`config.mk`:
```
export PLATFORM = sky130hd
export DESIGN_NAME = pbi_codec
export DESIGN_NICKNAME = d
export VERILOG_FILES = /design/src/rtl/pbi_pkg.sv /design/src/rtl/pbi_popcount.sv /design/src/rtl/pbi_seg_encoder.sv /design/src/rtl/pbi_decoder.sv /design/src/rtl/pbi_codec.sv
export SDC_FILE = /design/constraint.sdc
export NUM_CORES = 1
export LEC_CHECK = 0
export BUFFER_PORTS_ARGS = -buffer_cell sky130_fd_sc_hd__buf_4
export CAP_MARGIN = 20
export CORE_MARGIN = 1.5
export CORE_UTILIZATION = 45
export DETAILED_ROUTE_END_ITERATION = 7
export PLACE_DENSITY = 0.76
export REMOVE_ABC_BUFFERS = 1
export SYNTH_ARGS = -nofsm -noshare
export SYNTH_HDL_FRONTEND = slang
export SYNTH_SLANG_ARGS = --single-unit
export TNS_END_PERCENT = 30
```
`constraint.sdc`:
```
create_clock -name clk -period 2.27 [get_ports clk]
set_clock_uncertainty 0.05 [all_clocks]
set_input_delay 0.1135 -clock clk [delete_from_list [all_inputs] [get_ports clk]]
set_output_delay 0.1135 -clock clk [all_outputs]
set_load 0.01 [all_outputs]
```
`src/rtl/pbi_pkg.sv`:
```
// Package pbi_pkg
// Shared helpers for the segmented bus-invert codec: how many lines a
// segment owns and the rule that turns a cost into an invert decision.
package pbi_pkg;

    // Lines owned by one segment: its data lines plus its invert line.
    function automatic int unsigned seg_lines(input int unsigned seg_w);
        return seg_w + 1;
    endfunction

    // Invert only when the plain-send cost is a strict majority of the lines.
    function automatic logic want_invert(input int unsigned cost,
                                         input int unsigned lines);
        return (2 * cost) > lines;
    endfunction

endpackage

```
`src/rtl/pbi_popcount.sv`:
```
// Module pbi_popcount
// Counts the ones in an N-bit vector. Purely combinational.
// Assumes N >= 1; the result width holds the value N.
module pbi_popcount #(
    parameter int N  = 4,
    localparam int CW = $clog2(N + 1)
) (
    input  logic [N-1:0]  vec,
    output logic [CW-1:0] count
);

    // Sum the bits one at a time; the tool builds an adder tree.
    always_comb begin
        count = '0;
        for (int i = 0; i < N; i++) begin
            count = count + CW'(vec[i]);
        end
    end

endmodule

```
`src/rtl/pbi_seg_encoder.sv`:
```
// Module pbi_seg_encoder
// Encoder for one bus segment. It holds the segment's coded lines and invert
// line, prices a plain send against the held value, and complements the
// segment when that lowers the number of switching lines.
// Assumes SEG_W >= 1 and a synchronous active-low reset.
module pbi_seg_encoder
    import pbi_pkg::*;
#(
    parameter int SEG_W = 3
) (
    input  logic             clk,
    input  logic             rst_n,
    input  logic             valid,
    input  logic [SEG_W-1:0] seg_in,
    output logic [SEG_W-1:0] seg_bus,
    output logic             seg_flag
);

    localparam int LINES = SEG_W + 1;
    localparam int CW    = $clog2(LINES + 1);

    logic [LINES-1:0] plain_diff;
    logic [CW-1:0]    plain_cost;
    logic             invert;
    logic [SEG_W-1:0] next_bus;

    // Lines that would switch if the word went out plain with its flag at 0.
    always_comb begin
        plain_diff = {seg_flag, seg_in ^ seg_bus};
    end

    pbi_popcount #(.N(LINES)) u_cost (
        .vec   (plain_diff),
        .count (plain_cost)
    );

    // Choose polarity; a tie keeps the plain word.
    always_comb begin
        invert   = want_invert(int'(plain_cost), seg_lines(SEG_W));
        next_bus = invert ? ~seg_in : seg_in;
    end

    // Register the coded segment on accepted words; hold otherwise.
    always_ff @(posedge clk) begin
        if (!rst_n) begin
            seg_bus  <= '0;
            seg_flag <= 1'b0;
        end else if (valid) begin
            seg_bus  <= next_bus;
            seg_flag <= invert;
        end
    end

endmodule

```
`src/rtl/pbi_decoder.sv`:
```
// Module pbi_decoder
// Receive-side decoder: each segment is XORed with its own invert line
// copied across the segment. Purely combinational.
// Assumes WIDTH is a whole multiple of SEGS.
module pbi_decoder #(
    parameter int WIDTH = 12,
    parameter int SEGS  = 4,
    localparam int SEG_W = WIDTH / SEGS
) (
    input  logic [WIDTH-1:0] bus_data,
    input  logic [SEGS-1:0]  bus_flag,
    output logic [WIDTH-1:0] data
);

    for (genvar k = 0; k < SEGS; k++) begin : g_seg
        // Undo the complement for segment k.
        always_comb begin
            data[k*SEG_W +: SEG_W] = bus_data[k*SEG_W +: SEG_W] ^ {SEG_W{bus_flag[k]}};
        end
    end

endmodule

```
`src/rtl/pbi_codec.sv`:
```
// Module pbi_codec
// Top of the segmented bus-invert codec: one encoder per segment drives the
// coded bus and invert lines, and the decoder restores the word beside it.
// Assumes WIDTH % SEGS == 0; SEGS = 1 gives whole-bus inversion.
module pbi_codec #(
    parameter int WIDTH = 12,
    parameter int SEGS  = 4
) (
    input  logic             clk,
    input  logic             rst_n,
    input  logic             in_valid,
    input  logic [WIDTH-1:0] in_data,
    output logic [WIDTH-1:0] bus_data,
    output logic [SEGS-1:0]  bus_flag,
    output logic [WIDTH-1:0] out_data
);

    localparam int SEG_W = WIDTH / SEGS;

    // Elaboration-time guard on the segment split.
    initial begin
        if (WIDTH % SEGS != 0) begin
            $error("pbi_codec: WIDTH must be a multiple of SEGS");
        end
    end

    for (genvar k = 0; k < SEGS; k++) begin : g_enc
        pbi_seg_encoder #(.SEG_W(SEG_W)) u_enc (
            .clk      (clk),
            .rst_n    (rst_n),
            .valid    (in_valid),
            .seg_in   (in_data[k*SEG_W +: SEG_W]),
            .seg_bus  (bus_data[k*SEG_W +: SEG_W]),
            .seg_flag (bus_flag[k])
        );
    end

    pbi_decoder #(.WIDTH(WIDTH), .SEGS(SEGS)) u_dec (
        .bus_data (bus_data),
        .bus_flag (bus_flag),
        .data     (out_data)
    );

endmodule

```
[After elaboration in Yosys (flattened, before gate mapping)]
Cells that the tools add are included.
W data, S select, Z words.
Word-level totals
  memories: 0
  bits in latches: 0
  ROM bits: 0
  logic and storage cells: 40
  input bits: 15
  output and inout bits: 28
  RAM bits: 0
  register bits after elaboration: 16
Operators by class
  multiply operators: 0
  reduce and logical (&&, ||, !) cells: 0
  magnitude comparators: 4
  multiplexer cells: 4
  bitwise operators: 12
  divide/modulo/power cells: 0
  eq/ne operators: 0
  shift-type cells: 0
  $add $sub $neg: 12
Operators by type and width (count)
  $xor A3 B3 Y3: 8
  $gt A4 B3 Y1 const B: 4
  $add A2 B1 Y3: 4
  $add A3 B1 Y3: 4
  $mux W3: 4
  $not A3 Y3: 4
  $add A1 B1 Y2: 4

[Longest topological paths before layout]
Gate-level depths: netlist of the first run.
  depth in word-level cells: 6
  depth in mapped cells: 8
  gate-level depth less buffers: 8

[Modules after synthesis]
Synthesis of the first run repeated with hierarchy kept, for this count alone.
Second synthesis, totals
  cell total of the unflattened synthesis: 120
  area, all modules: 1226.2 um^2
By module, submodules not included
  pbi_seg_encoder: times used 4, cells each 24, area an instance 235.2 um^2, sequential area each 80.1 um^2
  pbi_popcount: times used 4, cells each 3, area an instance 45.0 um^2, sequential area each 0.0 um^2
  pbi_decoder: times used 1, cells each 12, area an instance 105.1 um^2, sequential area each 0.0 um^2

[Worst setup path before layout of the first run]
OpenSTA, ideal clock, no wires.
  path kind: reg-to-reg
  start: register g_enc[0].u_enc.seg_bus[0]
  end: register g_enc[0].u_enc.seg_bus[0]
  data required time: 2.146 ns
  data arrival time: 2.120 ns
  clock period less this slack: 2.244 ns
  stages on the path, launching flop included: 9
  path slack: 0.026 ns
  path buffers: 0
  setup time: 0.074 ns
  cell sequence: dfxtp_1 xor2_1 fa_1 ha_1 inv_1 ha_1 nor3b_4 or3_1 a31oi_1
Between the ends
  cells in the longest elaborated chain, start to end: 6
RTL lines
  start: declaration: line pbi_seg_encoder.sv:15  | output logic [SEG_W-1:0] seg_bus,
  start signal: assignment: line pbi_seg_encoder.sv:49  | seg_bus <= next_bus;
  $xor A3 B3 Y3: line pbi_seg_encoder.sv:29  | plain_diff = {seg_flag, seg_in ^ seg_bus};
  $add A1 B1 Y2: line pbi_popcount.sv:16  | count = count + CW'(vec[i]);
  $add A2 B1 Y3: line pbi_popcount.sv:16
  $add A3 B1 Y3: line pbi_popcount.sv:16
  $gt A4 B3 Y1: line pbi_pkg.sv:14  | return (2 * cost) > lines;
  $mux W3: line pbi_seg_encoder.sv:40  | next_bus = invert ? ~seg_in : seg_in;
Every way passes these cells.
A chain may end at the register's enable or synchronous reset.

[Final worst setup path of the first run]
  start: register g_enc[3].u_enc.seg_bus[0]
  end: register g_enc[3].u_enc.seg_bus[1]
Between the ends
  cells in the longest elaborated chain, start to end: 6
RTL lines (line)
  start: declaration: pbi_seg_encoder.sv:15
  start signal: assignment: pbi_seg_encoder.sv:49
  $xor A3 B3 Y3: pbi_seg_encoder.sv:29
  $add A1 B1 Y2: pbi_popcount.sv:16
  $add A2 B1 Y3: pbi_popcount.sv:16
  $add A3 B1 Y3: pbi_popcount.sv:16
  $gt A4 B3 Y1: pbi_pkg.sv:14
  $mux W3: pbi_seg_encoder.sv:40
Every way passes these cells.

==> results of run 1 <==
==> power by group through the flow <==
stage / clock [mW] / sequential (mW) / combinational, mW
finish: 0.196 / 0.412 / 1.55
global route: 0.212 / 0.422 / 1.72
CTS: 0.202 / 0.410 / 1.51
detailed placement: 0 / 0.411 / 1.46
global placement: 0 / 0.407 / 1.38
floorplan: 0 / 0.477 / 0.848
==> cell families (layout without fill, tap and decap cells) <==
| family | Yosys count | count (layout) |
|---|---|---|
| AO/OA/AOI/OAI | 40 | 40 |
| XOR/XNOR | 24 | 24 |
| AND/OR/NAND/NOR | 24 | 24 |
| adder cells (fa/ha/maj) | 16 | 16 |
| flip-flops | 16 | 16 |
| buffers and inverters | 16 | 67 |
==> registers in the layout, summed over array words and instances, names as in the netlist <==
name,flops
g_enc.u_enc.seg_bus,12
g_enc.u_enc.seg_flag,4
==> cell type report <==
cell class,count,area (um^2)
clock buffers,4,36.28
well taps,31,38.79
repair buffers,55,412.9
multi-input cells,104,928.4
flip-flops and latches,16,327.8
inverters,8,30.03
fillers,226,935.9
==> worst min path at each step <==
| stage | from | endpoint | slack, ps | depth (start not counted) |
|---|---|---|---|---|
| finish | in_data[1] | g_enc[0].u_enc.seg_bus[1] | 60 | 3 |
| global route | in_data[11] | g_enc[3].u_enc.seg_bus[2] | 60 | 3 |
| CTS | in_data[1] | g_enc[0].u_enc.seg_bus[1] | 50 | 3 |
| detailed placement | in_data[1] | g_enc[0].u_enc.seg_bus[1] | 370 | 3 |
| global placement | in_data[2] | g_enc[0].u_enc.seg_bus[2] | 370 | 3 |
| floorplan | in_valid | g_enc[0].u_enc.seg_bus[0] | 160 | 1 |
==> routing by layer <==
layer / vias to the layer above / routed length, um / global-route usage
met2: 27 / 1505 / 0.3513
met1: 551 / 1241 / 0.2217
li1: 576 / - / -
met3: 5 / 107 / 0.03256
met5: - / 0 / 0
met4: 0 / 41 / 0.07823
==> worst max-delay path, stage by stage (launching register included) <==
cell and delay, ps:
dfxtp_1 330, xor2_1 160, fa_1 550, ha_2 180, inv_1 40, ha_1 270, nor3b_4 170, or3_1 310
a31oi_1 160
==> metrics by stage <==
step | setup TNS [ps] | worst slack [ps] | cells | power [mW] | area [um^2]
2_1_floorplan | 0 | 25.78 | 128 | 1.325 | 1221
3_3_place_gp | 0 | 51.48 | 213 | 1.790 | 1665
3_5_place_dp | -33.53 | -15.81 | 213 | 1.867 | 1665
4_1_cts | -57.11 | -30.65 | 217 | 2.119 | 1739
5_1_grt | -1110 | -104.2 | 218 | 2.354 | 1774
6_report | 0 | 7.381 | 218 | 2.161 | 1774
==> timing repair <==
item / CTS / global route
endpoints found under the setup margin: 8 / 16
gates cloned: 0 / 0
gates resized for setup: 10 / 8
setup buffers: 0 / 1
pin swaps: 6 / 12
==> placed cells by master, fill, tap and decap left out <==
cell      count
a31oi_1      12
buf_4        55
clkbuf_4      3
clkbuf_8      1
dfxtp_1      10
dfxtp_2       6
fa_1          4
ha_1          6
ha_2          4
ha_4          2
inv_1         6
inv_2         2
nor2b_1       4
nor3b_1       4
nor3b_4       4
o21a_1        4
o21ai_0      23
o21ai_1       1
or3_1        12
xor2_1       21
xor2_2        3
==> key figures, run 1 <==
Run status
  – Run status: complete, no violations

Placed design
  – Routability cong.: about 0.8
  – Port-buffer cells: 42
  – Detailed Place HPWL: approximately 2200 um

Timing
  – Unrepaired setup endpoints after global routing: yes
  – Final Max Slew Viols: 0
  – Tmin final: roughly 2300 ps
  – Hold slack final: 55.23 ps
  – Relative slew slack: 0.7956
  – Achievable Freq: roughly 440 MHz
  – Fin crit share: 0.9967
  – Final Hold Fails: 0
  – Final setup fails: 0
  – Slew @ Worst Pin: 306.3 ps

Clocking
  – CTS Hold Bufs: 0
  – Bufs on Longest Clock Path: 2
  – Clk_lat worst skew: between 200 and 300 ps
  – TritonCTS clock tree: yes
  – CTS buffer count: 3
  – Clock root cell: clkbuf_4
  – Clk pin slew, worst setup/hold paths: around 100 ps
  – H-tree lvl count: 1
  – Clk sinks: 16

Synthesis
  – Async set-reset flop share out of synthesis: 0
  – Netlist cell types: 16
  – Synth Area in Compound Gates: 0.1773
  – Post-Synth XOR/XNOR Area: 0.1655
  – Post-synth EDFFs: 0
  – Commonest cells in the netlist: o21ai_0 (24), xor2_1 (24), dfxtp_1 (16)
  – Primary FF master, synth: dfxtp_1
  – Ys Warns: 0
  – Sequential area share after synthesis: 0.2522
  – Avg Inst Size Synth: 9.338 um^2
  – Synth Area in Simple Gates: 0.1616
  – Area share of fa/ha/maj cells after synthesis: 0.1813
  – Main combinational cell family by area after synthesis: adder cells
  – Synth top area cells: dfxtp_1 (25%), xor2_1 (17%), ha_1 (12%)
  – Multiplexer share of the synthesized area: 0
  – Synth top area share: 0.2522
  – Syn Inst Count: 136
  – Yosys top cell by area: dfxtp_1
  – Number of synthesized register bits: 16
  – Syn Std Cell Area: around 1300 um^2

Route
  – DR vias: 1,159
  – Avg Vias per Cell: 5.317
  – Drt pass-1 iters: 4
  – DRC viols: 0
  – Remaining antenna violation count: 0
  – Final wirelength: just under 3000 um
  – WL/cell: around 13 um
  – Iteration-0 DRC Markers: 39

Power
  – Cell-internal power: roughly 1.3 mW
  – Seq pwr share: 0.191
  – Pleak: 0.8442 nW
  – Pwr Density: approximately 1200 nW/um^2
  – Sw frac: 0.4138
  – Peak supply drop: just over 0.9 mV
  – P_sw: just under 0.9 mW
  – Combinational group share of total power: 0.719
  – Clock power share: 0.091

Die
  – Initial Utilization: 0.4686
  – Die area: 3150 um^2
  – Die W: ~56 um
  – # rows: 19
  – Core region area: around 2700 um^2
  – Die Y: around 56 um
  – Io pins: 43

Worst setup path
  – Worst path required time: between 2000 and 2500 ps
  – CP Max Fanout: 7
  – Worst reg2reg setup slack: approximately 7.4 ps
  – RR Endpoint: g_enc[3].u_enc.seg_bus[1]
  – Worst setup SP type: flop
  – Worst Reg-to-Reg Cells: 8
  – Reg2reg start: g_enc[3].u_enc.seg_bus[0]
  – WS Path Type: flop to flop
  – Crit path launch: g_enc[3].u_enc.seg_bus[0]
  – Crit path capture type: flop
  – CP Capture Point: g_enc[3].u_enc.seg_bus[1]
  – CP arrival: 2440 ps

Flow run
  – Max_cap viols: 0

Global routing
  – Largest net degree at the start of global routing: 33
  – GRT Util Overall: 0.1932
  – Vias in the first global route: roughly 1,200
  – First-pass GRT wire length: ~5000 um
  – Initial antenna violation count: 0
  – GRT overflow: 0

Cells and area
  – Area added between synthesis and finish: 39.70%
  – Post-Route Utilization: 0.6547
  – Share of cells above drive strength 1: 0.4278
  – Fin nets: 219
  – ANT cells: 0

Hold path
  – HP Class: input port to flop
No activity file was read; power rests on OpenSTA's default activity.
==> run 2: changes to the inputs <==
--- a/config.mk
+++ b/config.mk
@@ -11,2 +11,3 @@
 export CORE_UTILIZATION = 45
+export CTS_CLUSTER_DIAMETER = 60
 export DETAILED_ROUTE_END_ITERATION = 7
==> constraint.sdc (replaced) <==
create_clock -name clk -period 2.27 [get_ports clk]
set_clock_uncertainty 0.05 [all_clocks]
set_input_delay 0 -clock clk [delete_from_list [all_inputs] [get_ports clk]]
set_output_delay 0 -clock clk [all_outputs]
set_load 0.01 [all_outputs]
==> run 2 against run 1 <==
Effect of this change:
- the flow now finishes with violations (negative setup slack)
- sequential share of layout area shrank 1.5 points
- routed wire length rose by 15%
- critical path depth unchanged
- highest routed layer unchanged
==> key figures, run 2 (synthesis results as in run 1) <==
Worst setup path
  – Worst path required time: approximately 2400 ps
  – Worst setup SP type: flop
  – Worst reg2reg setup slack: -30 ps
  – CP Max Fanout: 7
  – Reg2reg start: g_enc[3].u_enc.seg_bus[0]
  – Crit path capture type: flop
  – RR Endpoint: g_enc[3].u_enc.seg_bus[1]
  – Worst Reg-to-Reg Cells: 8
  – CP arrival: around 2500 ps
  – WS Path Type: flop to flop

Global routing
  – First-pass GRT wire length: ~5400 um
  – Initial antenna violation count: 0
  – GRT overflow: 0
  – Vias in the first global route: approximately 1,300
  – Largest net degree at the start of global routing: 33
  – GRT Util Overall: 0.2122

Die
  – Core region area: ~2700 um^2
  – # rows: 19
  – Die W: 56.13 um
  – Io pins: 43
  – Die area: between 3000 and 4000 um^2
  – Die Y: roughly 56 um
  – Initial Utilization: 0.4686

Timing
  – Tmin final: around 2300 ps
  – Fin worst setup slack: -28.13 ps
  – Final Max Slew Viols: 0
  – Hold slack final: between 30 and 40 ps
  – Final setup fails: 1
  – Unrepaired setup endpoints after global routing: yes
  – Slew @ Worst Pin: 326.6 ps
  – Achievable Freq: approximately 440 MHz
  – Final Hold Fails: 0
  – Relative slew slack: 0.7821
  – Final TNS setup: -28.13 ps
  – Fin crit share: 1.012

Placed design
  – Routability cong.: approximately 0.8
  – Placed Cells: approximately 210
  – Port-buffer cells: 42
  – Setup WS pre-CTS: -15.81 ps
  – Detailed Place HPWL: 2180 um

Hold path
  – Min-Delay Path Depth: 2
  – Hold Crit Start: in_valid
  – Hold endpoint: g_enc[0].u_enc.seg_bus[1]
  – HP Class: input port to flop

Route
  – Final wirelength: 3332 um
  – DRC viols: 0
  – DR vias: 1,231
  – WL/cell: between 10 and 15 um
  – Drt pass-1 iters: 4
  – Remaining antenna violation count: 0
  – Avg Vias per Cell: 5.329
  – Iteration-0 DRC Markers: 46

Cells and area
  – Layout Cells excl Fill: around 230
  – Top reg by flops: g_enc.u_enc.seg_bus
  – Largest register FFs: 12
  – Share of cells above drive strength 1: 0.4200
  – Fin nets: ~230
  – ANT cells: 0
  – Commonest non-fill, non-tap cells in the layout: buf_4 (55), o21ai_0 (22), xor2_1 (20)
  – Area added between synthesis and finish: 51.92%
  – Biggest regs: g_enc.u_enc.seg_bus x12, g_enc.u_enc.seg_flag x4
  – Commonest non-fill, non-tap cell in the layout: buf_4

Power
  – Peak supply drop: roughly 0.96 mV
  – Pwr Density: between 1000 and 1500 nW/um^2
  – Pleak: roughly 0.9 nW

Clocking
  – CTS buffer count: 3
  – Clk sinks: 16
  – H-tree lvl count: 1
  – Clk pin slew, worst setup/hold paths: approximately 110 ps
  – Clock root cell: clkbuf_4
  – Bufs on Longest Clock Path: 2
  – TritonCTS clock tree: yes
  – Clk_lat worst skew: 290 ps

Run status
  – Violated checks: negative setup slack
  – Run status: complete, but fails checks

Flow run
  – Max_cap viols: 0
[run 2: area by class of cell]
cell class                 instances  area [um^2]
fill                             206        780.7
tap                               31        38.79
multi-input combinational        104        953.4
inverter                           8        30.03
timing repair buffer              68        543.0
sequential                        16        327.8
clock buffer                       4        36.28
[run 2: per-stage QoR]
step	power [mW]	instance area (um^2)	util
3_3_place_gp	1.790	1665	0.6145
6_report	2.256	1929	0.7119
4_1_cts	2.137	1869	0.6898
5_1_grt	2.443	1929	0.7119
3_5_place_dp	1.867	1665	0.6145
2_1_floorplan	1.325	1221	-
[run 2: timing repair]
| action | in CTS | in global routing |
|---|---|---|
| setup endpoints to repair | 8 | 16 |
| pin swaps | 6 | 10 |
| hold buffers | 13 | 0 |
| resized for setup | 10 | 13 |
| buffers inserted | 0 | 1 |
| hold endpoints to repair | 16 | 0 |
[run 2: report_power, final]
| part | internal [mW] | total (mW) | switching (mW) | leakage, nW |
|---|---|---|---|---|
| Clock | 0.0976 | 0.198 | 0.101 | 0.0210 |
| Combinational | 0.866 | 1.64 | 0.775 | 0.746 |
| Sequential | 0.352 | 0.417 | 0.0645 | 0.134 |
[run 2: worst max-delay path by stage]
stage / startpoint / to / slack, ps / cells past startpoint
floorplan: g_enc[0].u_enc.seg_bus[0] / g_enc[0].u_enc.seg_bus[0] / 30 / 8
global placement: g_enc[1].u_enc.seg_bus[0] / g_enc[1].u_enc.seg_bus[0] / 50 / 8
detailed placement: g_enc[1].u_enc.seg_bus[0] / g_enc[1].u_enc.seg_bus[2] / -20 / 8
CTS: g_enc[0].u_enc.seg_bus[0] / g_enc[0].u_enc.seg_bus[0] / -30 / 8
global route: g_enc[3].u_enc.seg_bus[0] / g_enc[3].u_enc.seg_bus[1] / -120 / 8
finish: g_enc[3].u_enc.seg_bus[0] / g_enc[3].u_enc.seg_bus[1] / -30 / 8
[run 2: routing by layer]
layer	global-route usage	vias up	share of wire	wire, um
met5	0	-	0	0
met4	0.07823	0	0.0045	15
met3	0.03023	2	0.046	153
met2	0.3899	42	0.56	1859
met1	0.2467	585	0.39	1302
li1	-	602	-	-
[run 2: critical path: stages (launching register included)]
cell and delay [ps]:
dfxtp_2 350, xor2_2 180, fa_1 510, ha_2 190
inv_2 50, ha_4 200, nor3b_4 160, or3_1 370
a31oi_1 160
==> run 3: changes to the inputs <==
CORE_UTILIZATION = 54   (was 45)
PLACE_DENSITY = 0.85   (was 0.76)
clock period = 2.85 ns   (was 2.27 ns; I/O delays follow)
==> run 3 against run 2 <==
Effect of this change:
- worst hold slack got worse by 3.0 ps
- sequential power shrank 13%
- worst setup slack improved by 470 ps
- non-clock buffer count shrank 13
- clock power decreased by 20%
- via count is 6.4% lower
- largest cell class unchanged
- the run now ends clean
- utilization up 7.4 points
- cell area is 9.9% lower
- combinational power is 35% lower
- fmax fell by 4.6%
==> key figures, run 3 (synthesis results as in run 1) <==
Placed design
  – Area after DPL: approximately 1600 um^2
  – Port-buffer cells: between 40 and 50
  – Placed Cells: between 150 and 200
  – Routability cong.: between 0.8 and 0.9
  – Detailed Place HPWL: just under 2000 um

Die
  – Io pins: 43
  – Initial Utilization: 0.5741
  – Die W: roughly 51 um
  – Die Y: just over 50 um
  – # rows: 17
  – Core region area: around 2200 um^2
  – Die area: ~2700 um^2

Worst setup path
  – CP arrival: ~2600 ps
  – Worst setup SP type: flop
  – Crit path max-delay family: adder cells
  – CP cell instances: xor2_1 -> fa_1 -> ha_1 -> inv_1 -> ha_1 -> nor3b_4 -> or3_1 -> a31oi_1
  – Slowest stage delay, CP: 460 ps
  – Bufs and invs on worst path: 1
  – CP max-delay cell: fa_1
  – Crit path capture type: flop
  – Worst path required time: between 3000 and 4000 ps
  – CP Max Fanout: 7
  – Crit-path most repeated cell: ha_1
  – WS Path Type: flop to flop

Timing
  – Fin crit share: 0.8451
  – Achievable Freq: roughly 420 MHz
  – Final Hold Fails: 0
  – Final Max Slew Viols: 0
  – Final setup fails: 0
  – Tmin final: about 2400 ps
  – Slew @ Worst Pin: around 310 ps
  – Unrepaired setup endpoints after global routing: no
  – Relative slew slack: 0.7926
  – Final TNS setup: 0 ps

Global routing
  – GRT overflow: 0
  – Initial antenna violation count: 0
  – GRT Util Overall: 0.2315
  – Largest net degree at the start of global routing: 33
  – Vias in the first global route: ~1,100
  – First-pass GRT wire length: roughly 4600 um

Route
  – Final wirelength: between 2000 and 3000 um
  – WL/cell: approximately 13 um
  – Iteration-0 DRC Markers: 34
  – Remaining antenna violation count: 0
  – Avg Vias per Cell: between 5 and 6
  – Drt pass-1 iters: 4
  – DR vias: 1,152
  – DRC viols: 0

Power
  – Pleak: between 0.8 and 0.9 nW
  – Pwr Density: roughly 910 nW/um^2
  – Peak supply drop: 0.5784 mV

Clocking
  – H-tree lvl count: 1
  – Clk_lat worst skew: a little under 300 ps
  – Bufs on Longest Clock Path: 2
  – TritonCTS clock tree: yes
  – Clk pin slew, worst setup/hold paths: about 100 ps
  – CTS buffer count: 3
  – Clock root cell: clkbuf_4
  – Clk sinks: 16

Hold path
  – HP Class: input port to flop

Cells and area
  – Area added between synthesis and finish: 36.85%
  – Largest register FFs: 12
  – Fin nets: ~220
  – Commonest non-fill, non-tap cell in the layout: buf_4
  – Top reg by flops: g_enc.u_enc.seg_bus
  – Commonest non-fill, non-tap cells in the layout: buf_4 (42), xor2_1 (24), o21ai_0 (24)
  – Design Area, Final: ~1700 um^2
  – Share of cells above drive strength 1: 0.2674
  – Layout Cells excl Fill: 215
  – ANT cells: 0
  – Post-Route Utilization: 0.7856
  – Biggest regs: g_enc.u_enc.seg_bus x12, g_enc.u_enc.seg_flag x4

Flow run
  – Max_cap viols: 0

Run status
  – Run status: complete, no violations
==> run 3: where the power goes <==
| group | switching, mW | leakage [nW] | internal (mW) |
|---|---|---|---|
| Combinational | 0.507 | 0.680 | 0.552 |
| Clock | 0.0802 | 0.0210 | 0.0779 |
| Sequential | 0.0877 | 0.133 | 0.277 |
==> run 3: repair_timing <==
action	4_1_cts	5_1_grt
endpoints found under the hold margin	16	0
gates resized for setup	0	0
setup buffers	0	0
hold buffers	13	0
==> run 3: final cells by class <==
type | count | area [um^2]
clock buffer | 4 | 36.28
inverter | 8 | 30.03
fill | 148 | 474.2
timing repair buffer | 55 | 445.4
multi-input combinational | 104 | 870.8
tap | 28 | 35.03
sequential | 16 | 320.3
==> run 3: worst register-to-register path, cell delays in order, from the launching register on <==
cell and delay (ps):
dfxtp_1 430, xor2_1 240, fa_1 460, ha_1 240, inv_1 60, ha_1 220, nor3b_4 170, or3_1 310
a31oi_1 170
==> run 3: path summary, 6_finish.rpt <==
check	startpoint	endpoint	slack [ps]	cells past startpoint
worst max-delay path	g_enc[1].u_enc.seg_bus[0]	g_enc[1].u_enc.seg_bus[2]	440	8
worst min-delay path	in_valid	g_enc[3].u_enc.seg_bus[2]	30	2
worst max register to register	g_enc[1].u_enc.seg_bus[0]	g_enc[1].u_enc.seg_bus[2]	440	8
worst min register to register	g_enc[3].u_enc.seg_bus[2]	g_enc[3].u_enc.seg_bus[2]	530	2
==> run 3: metal layers <==
| metal | vias up | GRT usage | part of all wire |
|---|---|---|---|
| met3 | 4 | 0.01724 | 0.039 |
| li1 | 576 | - | - |
| met4 | 0 | 0.1053 | 0.013 |
| met5 | - | 0 | 0 |
| met2 | 32 | 0.3868 | 0.51 |
| met1 | 540 | 0.3049 | 0.44 |
==> run 3: metrics by stage <==
| step | power (mW) | worst slack, ps | hold WS [ps] |
|---|---|---|---|
| 5_1_grt | 1.722 | 311.6 | 42.04 |
| 3_3_place_gp | 1.363 | 568.8 | 253.9 |
| 2_1_floorplan | 1.055 | 605.8 | 50.21 |
| 3_5_place_dp | 1.415 | 468.4 | 260.7 |
| 6_report | 1.582 | 441.5 | 30.83 |
| 4_1_cts | 1.588 | 430.4 | 28.36 |
